$ cat src/rtl/xlt_pkg.sv
package xlt_pkg;

  typedef enum logic [1:0] {
    CAUSE_NONE   = 2'd0,
    CAUSE_NOEXEC = 2'd1,
    CAUSE_MISS   = 2'd2,
    CAUSE_PROT   = 2'd3
  } cause_e;

  localparam logic [1:0] ACC_LOAD  = 2'b00;
  localparam logic [1:0] ACC_STORE = 2'b01;
  localparam logic [1:0] ACC_FETCH = 2'b10;

  localparam logic [31:0] CODE_NOEXEC = 32'h1000_0000;
  localparam logic [31:0] CODE_MISS   = 32'h4000_0000;
  localparam logic [31:0] CODE_PROT   = 32'h0800_0000;
  localparam logic [31:0] FLAG_STORE  = 32'h0200_0000;

  // permission triple {x, w, r}
  localparam logic [2:0] PERM_NONE = 3'b000;
  localparam logic [2:0] PERM_R    = 3'b001;
  localparam logic [2:0] PERM_RW   = 3'b011;
  localparam logic [2:0] PERM_RX   = 3'b101;
  localparam logic [2:0] PERM_RWX  = 3'b111;

  function automatic logic perm_allows(input logic [2:0] perm, input logic [1:0] acc);
    case (acc)
      ACC_FETCH: perm_allows = perm[2];
      ACC_STORE: perm_allows = perm[1];
      default:   perm_allows = perm[0];
    endcase
  endfunction

endpackage

$ cat src/rtl/xlt_seg_sel.sv
module xlt_seg_sel #(
  parameter int unsigned SEG_IDX_W = 4,
  parameter int unsigned SR_W      = 32,
  parameter int unsigned VSID_W    = 24
) (
  input  logic [(1<<SEG_IDX_W)*SR_W-1:0] seg_regs,
  input  logic [SEG_IDX_W-1:0]           seg_idx,
  input  logic                           user,
  output logic                           ds,
  output logic                           nx,
  output logic                           key,
  output logic [VSID_W-1:0]              vsid
);
  localparam int unsigned NSEG   = 1 << SEG_IDX_W;
  localparam int unsigned B_DS   = SR_W - 1;
  localparam int unsigned B_KS   = SR_W - 2;
  localparam int unsigned B_KU   = SR_W - 3;
  localparam int unsigned B_NX   = SR_W - 4;

  logic [SR_W-1:0] sr_tab [NSEG];
  logic [SR_W-1:0] sr;

  for (genvar g = 0; g < NSEG; g++) begin : g_unpack
    assign sr_tab[g] = seg_regs[g*SR_W +: SR_W];
  end

  assign sr   = sr_tab[seg_idx];
  assign ds   = sr[B_DS];
  assign nx   = sr[B_NX];
  assign key  = user ? sr[B_KU] : sr[B_KS];
  assign vsid = sr[VSID_W-1:0];

  // bits between the flags and the segment ID carry no meaning here
  logic unused_gap;
  assign unused_gap = ^sr[B_NX-1:VSID_W];

endmodule

$ cat src/rtl/xlt_page_prot.sv
module xlt_page_prot
  import xlt_pkg::*;
(
  input  logic       key,
  input  logic [1:0] pp,
  output logic [2:0] perm
);
  always_comb begin
    if (!key) begin
      perm = (pp == 2'd3) ? PERM_RX : PERM_RWX;
    end else begin
      case (pp)
        2'd0:    perm = PERM_NONE;
        2'd2:    perm = PERM_RWX;
        default: perm = PERM_RX;
      endcase
    end
  end
endmodule

$ cat src/rtl/xlt_fault_enc.sv
module xlt_fault_enc
  import xlt_pkg::*;
#(
  parameter int unsigned EA_W = 32
) (
  input  cause_e          cause,
  input  logic [1:0]      acc,
  input  logic [EA_W-1:0] ea,
  output logic            fault,
  output logic [31:0]     ins_code,
  output logic [31:0]     dsisr,
  output logic [EA_W-1:0] dar
);
  logic [31:0] base;
  logic        is_fetch;

  assign is_fetch = (acc == ACC_FETCH);
  assign fault    = (cause != CAUSE_NONE);

  always_comb begin
    case (cause)
      CAUSE_NOEXEC: base = CODE_NOEXEC;
      CAUSE_MISS:   base = CODE_MISS;
      CAUSE_PROT:   base = CODE_PROT;
      default:      base = '0;
    endcase
  end

  always_comb begin
    ins_code = '0;
    dsisr    = '0;
    dar      = '0;
    if (fault) begin
      if (is_fetch) begin
        ins_code = base;
      end else begin
        dsisr = (cause == CAUSE_NOEXEC) ? '0
              : (base | ((acc == ACC_STORE) ? FLAG_STORE : 32'h0));
        dar   = ea;
      end
    end
  end
endmodule

$ cat src/rtl/xlt_seq.sv
module xlt_seq
  import xlt_pkg::*;
#(
  parameter int unsigned EA_W      = 32,
  parameter int unsigned PAGE_BITS = 12,
  parameter int unsigned SEG_IDX_W = 4,
  parameter int unsigned SR_W      = 32,
  parameter int unsigned VSID_W    = 24
) (
  input  logic                            clk,
  input  logic                            rst_n,
  input  logic                            req_valid,
  output logic                            req_ready,
  input  logic [EA_W-1:0]                 req_ea,
  input  logic [1:0]                      req_acc,
  input  logic                            req_user,
  input  logic                            req_real,
  input  logic [(1<<SEG_IDX_W)*SR_W-1:0]  seg_regs,
  input  logic                            bm_hit,
  input  logic [1:0]                      bm_pp,
  input  logic [EA_W-1:0]                 bm_raddr,
  output logic                            walk_req_valid,
  output logic [VSID_W-1:0]               walk_vsid,
  output logic [EA_W-SEG_IDX_W-PAGE_BITS-1:0] walk_page,
  input  logic                            walk_rsp_valid,
  input  logic                            walk_hit,
  input  logic [1:0]                      walk_pp,
  input  logic [EA_W-PAGE_BITS-1:0]       walk_rpn,
  output logic                            rsp_valid,
  input  logic                            rsp_ready,
  output logic                            rsp_fault,
  output logic [EA_W-1:0]                 rsp_raddr,
  output logic [2:0]                      rsp_perm,
  output logic [31:0]                     rsp_ins_code,
  output logic [31:0]                     rsp_dsisr,
  output logic [EA_W-1:0]                 rsp_dar
);
  localparam int unsigned SEG_LSB = EA_W - SEG_IDX_W;
  localparam int unsigned PIDX_W  = SEG_LSB - PAGE_BITS;

  typedef enum logic [1:0] {ST_IDLE, ST_WALK, ST_DONE} state_e;
  state_e state;

  logic req_fire;
  assign req_ready = (state == ST_IDLE);
  assign req_fire  = req_valid && req_ready;

  // ---------------- segment selection ----------------
  logic              seg_ds, seg_nx, seg_key;
  logic [VSID_W-1:0] seg_vsid;

  xlt_seg_sel #(.SEG_IDX_W(SEG_IDX_W), .SR_W(SR_W), .VSID_W(VSID_W)) u_seg (
    .seg_regs (seg_regs),
    .seg_idx  (req_ea[EA_W-1:SEG_LSB]),
    .user     (req_user),
    .ds       (seg_ds),
    .nx       (seg_nx),
    .key      (seg_key),
    .vsid     (seg_vsid)
  );

  // ---------------- steps decided at acceptance ----------------
  logic            fast_walk;
  cause_e          fast_cause;
  logic [EA_W-1:0] fast_raddr;
  logic [2:0]      fast_perm;
  logic [2:0]      blk_perm;
  logic [2:0]      ds_perm;

  always_comb begin
    case (bm_pp)
      2'd0:    blk_perm = PERM_NONE;
      2'd2:    blk_perm = PERM_RWX;
      default: blk_perm = PERM_RX;
    endcase
    ds_perm = seg_key ? PERM_RW : PERM_R;
  end

  always_comb begin
    fast_walk  = 1'b0;
    fast_cause = CAUSE_NONE;
    fast_raddr = req_ea;
    fast_perm  = PERM_NONE;
    if (req_real) begin
      fast_perm = PERM_RWX;
    end else if (bm_hit) begin
      fast_raddr = bm_raddr;
      fast_perm  = blk_perm;
      if (!perm_allows(blk_perm, req_acc)) fast_cause = CAUSE_PROT;
    end else if (seg_ds) begin
      if (req_acc == ACC_FETCH) begin
        fast_cause = CAUSE_NOEXEC;
      end else begin
        fast_perm = ds_perm;
        if (!perm_allows(ds_perm, req_acc)) fast_cause = CAUSE_PROT;
      end
    end else if (seg_nx && (req_acc == ACC_FETCH)) begin
      fast_cause = CAUSE_NOEXEC;
    end else begin
      fast_walk = 1'b1;
    end
  end

  // ---------------- context held across the walk ----------------
  logic [EA_W-1:0]   ea_q;
  logic [1:0]        acc_q;
  logic              key_q;
  logic [VSID_W-1:0] vsid_q;

  always_ff @(posedge clk or negedge rst_n) begin
    if (!rst_n) begin
      ea_q   <= '0;
      acc_q  <= ACC_LOAD;
      key_q  <= 1'b0;
      vsid_q <= '0;
    end else if (req_fire) begin
      ea_q   <= req_ea;
      acc_q  <= req_acc;
      key_q  <= seg_key;
      vsid_q <= seg_vsid;
    end
  end

  assign walk_req_valid = (state == ST_WALK);
  assign walk_vsid      = vsid_q;
  assign walk_page      = ea_q[SEG_LSB-1:PAGE_BITS];

  // ---------------- steps decided by the walk ----------------
  logic [2:0]      page_perm;
  cause_e          walk_cause;
  logic [EA_W-1:0] walk_raddr;

  xlt_page_prot u_pprot (
    .key  (key_q),
    .pp   (walk_pp),
    .perm (page_perm)
  );

  always_comb begin
    if (!walk_hit)                          walk_cause = CAUSE_MISS;
    else if (!perm_allows(page_perm, acc_q)) walk_cause = CAUSE_PROT;
    else                                     walk_cause = CAUSE_NONE;
  end
  assign walk_raddr = {walk_rpn, ea_q[PAGE_BITS-1:0]};

  // ---------------- shared fault encoding ----------------
  logic            in_walk;
  cause_e          sel_cause;
  logic [1:0]      sel_acc;
  logic [EA_W-1:0] sel_ea;
  logic [EA_W-1:0] sel_raddr;
  logic [2:0]      sel_perm;
  logic            enc_fault;
  logic [31:0]     enc_ins, enc_dsisr;
  logic [EA_W-1:0] enc_dar;

  assign in_walk   = (state == ST_WALK);
  assign sel_cause = in_walk ? walk_cause : fast_cause;
  assign sel_acc   = in_walk ? acc_q      : req_acc;
  assign sel_ea    = in_walk ? ea_q       : req_ea;
  assign sel_raddr = in_walk ? walk_raddr : fast_raddr;
  assign sel_perm  = in_walk ? page_perm  : fast_perm;

  xlt_fault_enc #(.EA_W(EA_W)) u_fenc (
    .cause    (sel_cause),
    .acc      (sel_acc),
    .ea       (sel_ea),
    .fault    (enc_fault),
    .ins_code (enc_ins),
    .dsisr    (enc_dsisr),
    .dar      (enc_dar)
  );

  logic finish;
  assign finish = (req_fire && !fast_walk) || (in_walk && walk_rsp_valid);

  // ---------------- sequencing ----------------
  always_ff @(posedge clk or negedge rst_n) begin
    if (!rst_n) begin
      state <= ST_IDLE;
    end else begin
      case (state)
        ST_IDLE: if (req_fire) state <= fast_walk ? ST_WALK : ST_DONE;
        ST_WALK: if (walk_rsp_valid) state <= ST_DONE;
        ST_DONE: if (rsp_ready) state <= ST_IDLE;
        default: state <= ST_IDLE;
      endcase
    end
  end

  assign rsp_valid = (state == ST_DONE);

  always_ff @(posedge clk or negedge rst_n) begin
    if (!rst_n) begin
      rsp_fault    <= 1'b0;
      rsp_raddr    <= '0;
      rsp_perm     <= PERM_NONE;
      rsp_ins_code <= '0;
      rsp_dsisr    <= '0;
      rsp_dar      <= '0;
    end else if (finish) begin
      rsp_fault    <= enc_fault;
      rsp_raddr    <= enc_fault ? '0 : sel_raddr;
      rsp_perm     <= enc_fault ? PERM_NONE : sel_perm;
      rsp_ins_code <= enc_ins;
      rsp_dsisr    <= enc_dsisr;
      rsp_dar      <= enc_dar;
    end
  end

endmodule

$ cat config.mk
export PLATFORM = sky130hd
export DESIGN_NAME = xlt_seq
export DESIGN_NICKNAME = d
export VERILOG_FILES = /design/src/rtl/xlt_pkg.sv /design/src/rtl/xlt_seg_sel.sv /design/src/rtl/xlt_page_prot.sv /design/src/rtl/xlt_fault_enc.sv /design/src/rtl/xlt_seq.sv
export SDC_FILE = /design/constraint.sdc
export NUM_CORES = 1
export LEC_CHECK = 0
export ABC_AREA = 1
export BUFFER_PORTS_ARGS = -buffer_cell sky130_fd_sc_hd__buf_2
export CAP_MARGIN = 30
export CORE_AREA = 2 2 309 311
export CTS_CLUSTER_DIAMETER = 40
export DETAILED_ROUTE_END_ITERATION = 10
export DIE_AREA = 0 0 311 313
export HOLD_SLACK_MARGIN = 0.05
export PLACE_DENSITY = 0.3
export SETUP_SLACK_MARGIN = 0.05
export SYNTH_ARGS = -nofsm -noshare
export SYNTH_HDL_FRONTEND = slang
export SYNTH_SLANG_ARGS = --single-unit
$ cat constraint.sdc
create_clock -name clk -period 2.4 [get_ports clk]
set_input_delay 0.48 -clock clk [delete_from_list [all_inputs] [get_ports clk]]
set_output_delay 0.48 -clock clk [all_outputs]
set_load 0.1 [all_outputs]
; Yosys cells after proc, flatten, opt, wreduce, memory -nomap -nowiden
; Index checks and enable logic that the tools add are counted.
[totals]
regBits = 193
in_bits = 611
wordCells = 101
[op_classes]
order_cmp = 1
n_eq_ne = 17
muxes = 59
bitwise_logic = 2
n_reduce_logical = 11
[op_table]
columns = operator, n
row1 = $mux W32, 13
row2 = $bmux W32 S4, 1
row3 = $pmux W31 S3, 1
row4 = $mux W2, 18
row5 = $or A31 B32 Y32, 1
row6 = $mux W31, 1
row7 = $mux W26, 1
row8 = $eq A2 B2 Y1 const B, 9
row9 = $mux W3, 5
row10 = $mux W1, 14
row11 = $pmux W3 S2, 2
row12 = $eq A2 B1 Y1 const B, 5
row13 = $logic_not A2 Y1, 3
row14 = $pmux W2 S3, 1
row15 = $ge A5 B5 Y1 const B, 1
row16 = $not A4 Y5, 1
row17 = $logic_and A1 B1 Y1, 4
row18 = $ne A2 B1 Y1 const B, 2
row19 = $pmux W1 S2, 2
row20 = $reduce_and A3 Y1, 1
row21 = $ne A2 B2 Y1 const B, 1
row22 = $reduce_bool A2 Y1, 1
row23 = $logic_not A1 Y1, 1
row24 = $logic_or A1 B1 Y1, 1

; Logic depth before layout (Yosys ltp)
[logic_depth]
word_depth = 23
mapped_depth = 19
ltp_nobuf = 17

; By module
; Synthesis repeated with hierarchy kept, for this count alone.
[hier_totals]
hier_cells = 2163
hier_area_um2 = 13805.7
[by_module_without_submodules]
columns = module, n_inst, cells_each, area_per_inst_um2, seq_area_each_um2
row1 = xlt_seq, 1, 1144, 8794.7, 4829.6
row2 = xlt_seg_sel, 1, 866, 4132.7, 0.0
row3 = xlt_fault_enc, 1, 145, 843.3, 0.0
row4 = xlt_page_prot, 1, 8, 35.0, 0.0

; Worst setup path before layout
; Ideal clock, no wire load.
[synth_path]
kind = register to register
startpoint = reg state[1]
endpoint = reg rsp_dar[22]
arrival_ps = 2988
required_time_ps = 2332
path_slack_ps = -655
stages_incl_launch_ff = 11
synth_period_minus_slack_ps = 3055
cell_sequence = dfrtp_1 nor2_1 nand2_1 inv_1 nand2_1 nand2_1 inv_2 nor2_2 buf_2 nand3_1 nand2_1
[synth_rtl]
columns = item, line_no
row1 = start: declaration, xlt_seq.sv:42  ; state_e state;
row2 = start signal: assignment, xlt_seq.sv:183  ; ST_IDLE: if (req_fire) state <= fast_walk ? ST_WALK : ST_DONE;
row3 = $logic_not A2 Y1, xlt_seq.sv:45  ; assign req_ready = (state == ST_IDLE);
row4 = named net req_ready, xlt_seq.sv:13  ; output logic req_ready,
row5 = $logic_and A1 B1 Y1, xlt_seq.sv:46  ; assign req_fire = req_valid && req_ready;
row6 = $logic_and A1 B1 Y1, xlt_seq.sv:175  ; assign finish = (req_fire && !fast_walk) || (in_walk && walk_rsp_valid);
row7 = $logic_or A1 B1 Y1, xlt_seq.sv:175
row8 = end signal: assignment, xlt_seq.sv:207  ; rsp_dar <= enc_dar;
row9 = end: declaration, xlt_seq.sv:36  ; output logic [EA_W-1:0] rsp_dar
; The timed path passes the listed nets, and every way through them passes these cells.
; A chain may end at the register's enable or synchronous reset.

; Worst setup path after layout
[layout_path]
startpoint = reg state[0]
endpoint = out walk_req_valid
[layout_between]
elab_chain_cells = 1
[layout_rtl]
columns = item, line_no
row1 = $eq A2 B1 Y1, xlt_seq.sv:124  ; assign walk_req_valid = (state == ST_WALK);
row2 = end: declaration, xlt_seq.sv:22  ; output logic walk_req_valid,
; No other way between the ends.

==> flow_metrics.env <==
export IMPL_synth_area_sq_um=10700
export IMPL_grt_max_degree=66
export IMPL_synth_cells=1663
export IMPL_startpoint_type="flip-flop"
export IMPL_hold_viol_final=0
export IMPL_die_area_sq_um=97300
export IMPL_cp_required_ns=1.92
export IMPL_die_w_um=311
export IMPL_fmax_ghz=0.456
export IMPL_antenna_found_initial=69
export IMPL_routed_wirelength_um=78000
export IMPL_min_path_cells=2
export IMPL_yosys_warnings=0
export IMPL_avgSynthCellArea_sq_um=6.43
export IMPL_r2r_setup_slack_ns=0.28
export IMPL_drv_cap=0
export IMPL_post_cts_buffers=0
export IMPL_vias=14600
export IMPL_initial_utilization=0.114
export IMPL_ys_ff_latch=136
export IMPL_clockBufferDepth=2
export IMPL_cts_tree="yes"
export IMPL_crit_fanout=53
export IMPL_fin_area_sq_um=16400
export IMPL_final_max_slew_violation_count=0
export IMPL_dp_hpwl_um=63300
export IMPL_hold_end="state[0]"
export IMPL_clkTransAtPathRegs_ns=0.07
export IMPL_drive_gt1_frac=0.354
export IMPL_io_pins=786
export IMPL_final_util=0.175
export IMPL_r2r_end="rsp_dar[23]"
export IMPL_nets=2903
export IMPL_port_buffers=664
export IMPL_outcome="finished clean"
export IMPL_endpoint_kind="output pin"
export IMPL_rows=113
export IMPL_num_fill_cells=11100
export IMPL_worstRegToRegCells=11
export IMPL_drc=0
export IMPL_grt_pass1_vias=14600
export IMPL_grt_util_all_layers=0.154
export IMPL_cts_root_buf="clkbuf_16"
export IMPL_rsz0062_at_grt="no"
export IMPL_fin_crit_ns=2.20
export IMPL_arrival_ns=1.72
export IMPL_min_path_type="primary input to flip-flop"
export IMPL_ys_seq_area_frac=0.318
export IMPL_grt_pass1_wl_um=108000
export IMPL_p_leak_nw=7.97
export IMPL_coreArea_sq_um=94200
export IMPL_avgViaCountPerCell=4.05
export IMPL_htreeDepth=4
export IMPL_gr_total_overflow=0
export IMPL_timing_final_crit_share=0.915
export IMPL_area_growth_pct=53.8
export IMPL_netlist_cell_type_count=26
export IMPL_tightest_slew_ns=0.723
export IMPL_ant_nets=0
export IMPL_clkLatencyLatePin_ns=0.48
export IMPL_finClkSkew_ns=0.0179
export IMPL_placed_area_sq_um=15800
export IMPL_firstDrtPassIters=5
export IMPL_clkSinkCount=136
export IMPL_relSlewSlack=0.518
export IMPL_gp_congestion=0.859
export IMPL_wire_per_inst_um=21.7
export IMPL_min_delay_start="walk_rsp_valid"
export IMPL_path_class="flip-flop to output pin"
export IMPL_vdd_ir_drop_worst_uv=429
export IMPL_fp_dieH_um=313
export IMPL_cts_buffers=17
export IMPL_regToRegStartpoint="state[0]"
export IMPL_first_iter_violations=895
export IMPL_power_density_nw_per_um2=1040
export IMPL_setup_viol=0
-- synth_stat cells --
library cell / count / share of area
o211ai_1: 14 / 0.0098
nand3_1: 102 / 0.048
inv_2: 3 / 0.0011
buf_6: 4 / 0.0042
a21oi_1: 14 / 0.0066
nor2_1: 274 / 0.096
clkbuf_1: 95 / 0.033
o21ai_1: 5 / 0.0023
a21oi_2: 2 / 0.0016
buf_2: 27 / 0.013
buf_1: 10 / 0.0035
o221ai_1: 74 / 0.061
conb_1: 1 / 0.00035
clkinv_1: 1 / 0.00035
nand2_1: 345 / 0.12
inv_1: 55 / 0.019
buf_4: 81 / 0.057
a31oi_1: 13 / 0.0076
nor3_1: 2 / 0.00094
o21ai_0: 357 / 0.17
o32ai_1: 1 / 0.00082
nand4_1: 13 / 0.0076
dfrtp_1: 136 / 0.32
o21a_1: 1 / 0.00070
o22ai_1: 30 / 0.018
nor2_2: 3 / 0.0018
-- layout by cell type (no fill, tap or decap), drive strengths merged --
cell type    synthesis  layout
a21oi               16      16
a31oi               13      13
buf                122     770
bufinv               0       2
clkbuf              95      18
clkinv               1       3
clkinvlp             0       1
conb                 1      57
dfrtp              136     136
diode                0      21
dlygate4sd3          0       1
inv                 58      67
nand2              345     345
nand3              102     102
nand4               13      13
nor2               277     277
nor3                 2       2
o211ai              14      14
o21a                 1       1
o21ai              362     362
o221ai              74      74
o22ai               30      30
o32ai                1       1
-- layer usage --
layer | up-vias | global-route usage | wire length (um)
met3 | 131 | 0.0474 | 5550
met5 | - | 0 | 236
met1 | 6928 | 0.171 | 30100
met4 | 42 | 0.0433 | 1610
met2 | 606 | 0.283 | 40500
li1 | 6843 | - | -
-- timing repair --
action	4_1_cts	5_1_grt
setup endpoints to repair	0	16
hold buffers	1	0
gates resized for setup	0	2
hold endpoints to repair	48	0
-- power breakdown --
part | leakage (nW) | total [mW] | switching (mW) | internal [mW]
clock network | 0.302 | 2.98 | 1.37 | 1.61
registers | 1.72 | 3.72 | 0.551 | 3.17
logic | 5.95 | 10.5 | 8.67 | 1.79
total | 7.97 | 17.2 | 10.6 | 6.57
-- how the worst max path moves through the flow --
stage / startpoint / to / slack [ns] / cells after the start
detailed placement: req_ea[29] / rsp_dar[28] / -0.32 / 16
finish: state[0] / walk_req_valid / 0.20 / 4
global route: req_ea[28] / rsp_fault / 0.06 / 16
floorplan: state[1] / rsp_valid / 0.20 / 2
global placement: req_ea[28] / rsp_dar[28] / -0.30 / 15
CTS: state[0] / walk_req_valid / 0.13 / 4
-- registers in the layout (all words and copies together), names as in the netlist --
| signal | cells |
|---|---|
| rsp_dsisr | 4 |
| rsp_dar | 32 |
| rsp_ins_code | 3 |
| rsp_raddr | 32 |
| walk_vsid | 24 |
| rsp_perm | 3 |
| rsp_fault | 1 |
| state | 2 |
| acc_q | 2 |
| key_q | 1 |
| ea_q | 32 |
-- area by class of cell --
| class | count | area [sq um] | share of cell area |
|---|---|---|---|
| antenna | 21 | 52.6 | 0.00320 |
| clock buffer | 18 | 439 | 0.0267 |
| clock inverter | 14 | 179 | 0.0109 |
| inverter | 59 | 230 | 0.0140 |
| multi-input combinational | 1307 | 6140 | 0.373 |
| sequential | 136 | 3400 | 0.207 |
| tap | 1265 | 1580 | 0.0962 |
| timing repair buffer | 771 | 4420 | 0.269 |
-- kinds of logic (layout without fill, tap and decap cells) --
| kind of cell | count (synthesis) | count (layout) | share of synthesized area |
|---|---|---|---|
| buffers and inverters | 276 | 862 | 0.131 |
| AOI/OAI and AO/OA | 511 | 511 | 0.275 |
| other | 1 | 78 | 0.000351 |
| and+or+nand+nor | 739 | 739 | 0.275 |
| DFF | 136 | 136 | 0.318 |
-- worst max-delay path, stage by stage (launching register included) --
cell	delay, ns
dfrtp_1	0.44
inv_1	0.10
nor2_4	0.18
buf_12	0.25
buf_12	0.21
-- per-stage QoR --
stage / setup TNS [ns] / std cells / power [mW] / hold WS [ns] / setup slack (ns)
CTS: 0 / 3570 / 17.5 / 0.176 / 0.126
floorplan: 0 / 1719 / 11.6 / 0.184 / 0.203
detailed placement: -18.99 / 3537 / 14.4 / 0.461 / -0.320
global placement: -17.37 / 3537 / 14.4 / 0.460 / -0.296
global route: 0 / 3581 / 18.0 / 0.193 / 0.0629
finish: 0 / 3591 / 17.2 / 0.228 / 0.205
Power figures use the tool's default switching activity.
